### config.mk
export PLATFORM = sky130hd
export DESIGN_NAME = pic_init_seq
export DESIGN_NICKNAME = d
export VERILOG_FILES = /design/src/rtl/pic_init_pkg.sv /design/src/rtl/pic_init_fsm.sv /design/src/rtl/pic_init_regs.sv /design/src/rtl/pic_init_cascade.sv /design/src/rtl/pic_init_seq.sv
export SDC_FILE = /design/constraint.sdc
export NUM_CORES = 1
export LEC_CHECK = 0
export ABC_AREA = 1
export BUFFER_PORTS_ARGS = -buffer_cell sky130_fd_sc_hd__buf_2
export CAP_MARGIN = 20
export CORE_UTILIZATION = 40
export CTS_CLUSTER_SIZE = 10
export DETAILED_ROUTE_END_ITERATION = 6
export PLACE_DENSITY_LB_ADDON = 0.12
export SKIP_LAST_GASP = 1
export SYNTH_ARGS = -nofsm -noshare
export SYNTH_HDL_FRONTEND = slang
export SYNTH_HIERARCHICAL = 1
export SYNTH_SLANG_ARGS = --single-unit
export TNS_END_PERCENT = 5
### constraint.sdc
create_clock -name clk -period 2.1 [get_ports clk]
set_clock_uncertainty 0.15 [all_clocks]
set_input_delay 0.42 -clock clk [delete_from_list [all_inputs] [get_ports clk]]
set_output_delay 0.42 -clock clk [all_outputs]
set_load 0.05 [all_outputs]
### src/rtl/pic_init_pkg.sv
package pic_init_pkg;
  localparam int DW = 8;
  localparam int CW = 3;
  localparam int NIRQ = 1 << CW;
  localparam int BW = DW - CW;
  localparam int MW = 5;

  typedef enum logic [1:0] {
    ST_IDLE = 2'd0,
    ST_BASE = 2'd1,
    ST_SID  = 2'd2,
    ST_MODE = 2'd3
  } seq_st_t;

  localparam logic [CW-1:0] DFLT_PRIO_LOW = '1;
  localparam logic [CW-1:0] DFLT_SL_ADDR  = '1;
  localparam logic          DFLT_SMM      = 1'b0;
  localparam logic          DFLT_RD_IRR   = 1'b1;
endpackage

### src/rtl/pic_init_fsm.sv
module pic_init_fsm
  import pic_init_pkg::*;
(
  input  logic          clk,
  input  logic          rst_n,
  input  logic          wr_en,
  input  logic          wr_addr,
  input  logic [DW-1:0] wr_data,
  output logic          open_hit,
  output logic          cap_base,
  output logic          cap_sid,
  output logic          cap_mode,
  output logic          mask_wr,
  output logic          busy
);
  seq_st_t st_q, st_d;
  logic    data_wr;

  assign open_hit = wr_en && !wr_addr && wr_data[4];
  assign data_wr  = wr_en && wr_addr;
  assign cap_base = data_wr && (st_q == ST_BASE);
  assign cap_sid  = data_wr && (st_q == ST_SID);
  assign cap_mode = data_wr && (st_q == ST_MODE);
  assign mask_wr  = data_wr && (st_q == ST_IDLE);
  assign busy     = (st_q != ST_IDLE);

  always_comb begin
    st_d = st_q;
    if (open_hit) st_d = ST_BASE;
    else if (data_wr) begin
      unique case (st_q)
        ST_BASE: st_d = ST_SID;
        ST_SID:  st_d = ST_MODE;
        ST_MODE: st_d = ST_IDLE;
        default: st_d = ST_IDLE;
      endcase
    end
  end

  always_ff @(posedge clk or negedge rst_n)
    if (!rst_n) st_q <= ST_IDLE;
    else        st_q <= st_d;
endmodule

### src/rtl/pic_init_regs.sv
module pic_init_regs
  import pic_init_pkg::*;
(
  input  logic            clk,
  input  logic            rst_n,
  input  logic [DW-1:0]   wr_data,
  input  logic            open_hit,
  input  logic            cap_base,
  input  logic            cap_sid,
  input  logic            cap_mode,
  input  logic            mask_wr,
  output logic            init_clr,
  output logic [NIRQ-1:0] mask_bits,
  output logic            edge_trig,
  output logic [BW-1:0]   vec_base,
  output logic [DW-1:0]   slave_id,
  output logic [MW-1:0]   mode_bits,
  output logic            init_err
);
  always_ff @(posedge clk or negedge rst_n) begin
    if (!rst_n) begin
      init_clr  <= 1'b0;
      mask_bits <= '1;
      edge_trig <= 1'b0;
      vec_base  <= '0;
      slave_id  <= '0;
      mode_bits <= '0;
      init_err  <= 1'b0;
    end else begin
      init_clr <= open_hit;
      if (open_hit) begin
        mask_bits <= '0;
        edge_trig <= 1'b1;
        init_err  <= 1'b0;
      end else begin
        if (mask_wr)  mask_bits <= wr_data[NIRQ-1:0];
        if (cap_base) vec_base  <= wr_data[DW-1:CW];
        if (cap_sid)  slave_id  <= wr_data;
        if (cap_mode) begin
          mode_bits <= wr_data[MW-1:0];
          init_err  <= ~wr_data[0];
        end
      end
    end
  end
endmodule

### src/rtl/pic_init_cascade.sv
module pic_init_cascade
  import pic_init_pkg::*;
(
  input  logic [BW-1:0] vec_base,
  input  logic [DW-1:0] slave_id,
  input  logic [CW-1:0] win_irq,
  input  logic [CW-1:0] cas_code,
  input  logic          ack_valid,
  input  logic          slave_cfg,
  output logic [DW-1:0] vector,
  output logic          vec_own
);
  logic [CW-1:0] eq_bits;

  for (genvar i = 0; i < CW; i++) begin : g_cmp
    assign eq_bits[i] = ~(cas_code[i] ^ slave_id[i]);
  end

  assign vector  = {vec_base, win_irq};
  assign vec_own = ack_valid && slave_cfg && (&eq_bits);
endmodule

### src/rtl/pic_init_seq.sv
module pic_init_seq
  import pic_init_pkg::*;
(
  input  logic            clk,
  input  logic            rst_n,
  input  logic            wr_en,
  input  logic            wr_addr,
  input  logic [DW-1:0]   wr_data,
  input  logic            ack_valid,
  input  logic [CW-1:0]   cas_code,
  input  logic            slave_cfg,
  input  logic [CW-1:0]   win_irq,
  output logic            busy,
  output logic            init_clr,
  output logic [NIRQ-1:0] mask_bits,
  output logic            edge_trig,
  output logic [CW-1:0]   prio_low,
  output logic [CW-1:0]   slave_addr,
  output logic            smm_en,
  output logic            rd_irr,
  output logic [BW-1:0]   vec_base,
  output logic [DW-1:0]   slave_id,
  output logic [MW-1:0]   mode_bits,
  output logic            init_err,
  output logic [DW-1:0]   vector,
  output logic            vec_own
);
  logic open_hit, cap_base, cap_sid, cap_mode, mask_wr;

  pic_init_fsm u_fsm (
    .clk(clk), .rst_n(rst_n), .wr_en(wr_en), .wr_addr(wr_addr),
    .wr_data(wr_data), .open_hit(open_hit), .cap_base(cap_base),
    .cap_sid(cap_sid), .cap_mode(cap_mode), .mask_wr(mask_wr), .busy(busy)
  );

  pic_init_regs u_regs (
    .clk(clk), .rst_n(rst_n), .wr_data(wr_data), .open_hit(open_hit),
    .cap_base(cap_base), .cap_sid(cap_sid), .cap_mode(cap_mode),
    .mask_wr(mask_wr), .init_clr(init_clr), .mask_bits(mask_bits),
    .edge_trig(edge_trig), .vec_base(vec_base), .slave_id(slave_id),
    .mode_bits(mode_bits), .init_err(init_err)
  );

  pic_init_cascade u_cas (
    .vec_base(vec_base), .slave_id(slave_id), .win_irq(win_irq),
    .cas_code(cas_code), .ack_valid(ack_valid), .slave_cfg(slave_cfg),
    .vector(vector), .vec_own(vec_own)
  );

  assign prio_low   = DFLT_PRIO_LOW;
  assign slave_addr = DFLT_SL_ADDR;
  assign smm_en     = DFLT_SMM;
  assign rd_irr     = DFLT_RD_IRR;
endmodule

==> run metrics <==
status complete, no violations; Horiz. Die Dim 64.13 um; RR Endpoint u_regs/mask_bits[4]; port buffer count 52; maximum vdd drop around 0.61 mV; Max stage delay cell, worst path dfrtp_1; largest net degree at the start of global routing 32; RSZ-0062 raised after global routing false; Final HPWL DP 2362 um; commonest non-fill, non-tap cell in the layout nand2_1; CP endpoint kind primary output; H-tree levels 2; Mapped Area 1544 um^2; worst-path cell chain inv_1 -> ha_1 -> inv_1 -> buf_2; WP data arrival 1280 ps; fin util between 40% and 50%; placed cells about 270; register area 785.8 um^2; Starting Density a little over two fifths; Overall Global Routing Usage 16.92%; Yosys top cell by area dfrtp_1; # IOs 67; Yosys reg bits 31; Max-slew headroom 54.62%; Row Count 22; # diodes 0; Post-Route WL 3123 um; filler instances 400; power consumption between 2 and 3 mW; clock sinks 31; fin crit period 1846 ps; placed cell area ~1700 um^2; CP max FO 4; Inserted Clock Buffers 5; Clock Pin Slew Worst Setup and Hold Paths roughly 60 ps; clk buf depth 2; min setup slack post-route 253.6 ps; Detailed Routing Iterations Pass 1 4; worst slack at placement 353.2 ps; GRT overflow 0; vias in the first global route 1175; die area between 4000 and 5000 um^2; Final Max Tran Viols 0; Least-Margin Pin Slew 680.7 ps; Pwr Density 1592 nW/um^2; slowest stage delay, CP 410 ps; final worst-path cycle share 87.92%; core box area about 3700 um^2; synth top area cells dfrtp_1, nand2_1, dfstp_2, nand3_1, buf_4; worst reg2reg startpoint u_fsm/st_q[0]; share of the synthesized area in the top cell type 37.28%; Setup TNS Final 0 ps; Setup violations, final 0; classification of the worst setup path flip-flop to primary output; worst-skew pair later-pin latency between 200 and 300 ps; YS warnings 6; sequential area share after synthesis approximately half; Netlist cell types 19; PostCTS Resize Cnt 0; layout cells sized above 1 33.62%; initial antenna violation count 0; P_leak 1.065 nW; final instance area 1826 um^2; vias per cell 4.379; CP dominant cell by count inv_1; Die Y 64.13 um; via count ~1200; R2R depth 8; Area growth, synth to finish 18.23%; # Max-Cap Violations 0; Fin Hold WS 36.61 ps; synthesized area per cell 8.391 um^2; Final Hold Vio Count 0; Post-route DRC 0; Layout Nets 252; CTS root buffer clkbuf_8; cell count after synthesis 184; path category of the worst min-delay check input pin to async pin; Final GP Congestion 0.7146; TritonCTS clock tree done; Fmax 0.5416 GHz; commonest non-fill, non-tap cells in the layout nand2_1, buf_2, nand3_1; footprint of the multi-input gates about 580 um^2; global-route wire length before repair approximately 5300 um; Final ANT Viol Nets 0; Non-Filler Instances 277; worst path required time around 1500 ps; # hold bufs at CTS 0; Routed WL per cell about 11 um; post-CTS setup buffer count 0; startpoint types flip-flop; internal reg-to-reg setup slack 460 ps; DR iter-0 viols 52
## worst max-delay path, delay by kind of cell (launching register included)
family / cells / cell delay, ps
adder cells (fa/ha/maj): 1 / 190
flip-flops: 1 / 410
buffers and inverters: 3 / 410
## cells in the mapped netlist (all sizes together)
master	instances
dfrtp	23
nor2	6
buf	21
nand3b	1
conb	2
nand3	33
a21oi	1
or2	1
ha	4
dfstp	8
inv	15
clkbuf	1
nand2	68
## worst max-delay path by stage
stage	endpoint	start	slack [ps]
2_1_floorplan	vec_own	u_regs/slave_id[1]	190
3_3_place_gp	u_regs/vec_base[1]	wr_data[4]	390
3_5_place_dp	u_regs/vec_base[0]	wr_data[4]	350
4_1_cts	busy	u_fsm/st_q[0]	230
5_1_grt	busy	u_fsm/st_q[0]	160
6_report	busy	u_fsm/st_q[0]	250
## final cells by class
| class | count | share of cell area [%] |
|---|---|---|
| Clock buffer | 8 | 4.387 |
| Inverter | 15 | 3.084 |
| Multi-Input combinational cell | 122 | 31.53 |
| Sequential cell | 31 | 43.04 |
| Tap cell | 48 | 3.290 |
| Timing Repair Buffer | 53 | 14.67 |
## sequential cells by signal, indices dropped and copies added, names as in the netlist
register / flops
u_regs/mask_bits: 8
u_regs/slave_id: 8
u_regs/mode_bits: 5
u_regs/vec_base: 5
u_fsm/st_q: 2
u_regs/edge_trig: 1
u_regs/init_clr: 1
u_regs/init_err: 1
## layer usage
layer | GRT usage (%) | vias up | wire length, um
met2 | 27.53 | 43 | 1462
met3 | 6.607 | 2 | 222
met5 | 0 | - | 0
met1 | 21.25 | 538 | 1426
met4 | 3.611 | 0 | 12
li1 | - | 630 | -
## where the power goes
part           switching [mW]  internal, mW  leakage [nW]
clock network           0.197         0.235        0.0395
registers               0.130         0.830         0.374
logic                    1.22         0.297         0.651
total                    1.54          1.36          1.06
## logic make-up (layout without fill, tap and decap cells)
logic type,Yosys count,count (layout),share of synthesized area (%)
AO/OA/AOI/OAI,1,1,0.5674
adder cells (fa/ha/maj),4,4,3.242
buffers and inverters,37,76,13.45
flip-flops,31,31,50.89
AND/OR/NAND/NOR,109,109,31.36
other,2,8,0.4864
Power figures use the tool's default switching activity.
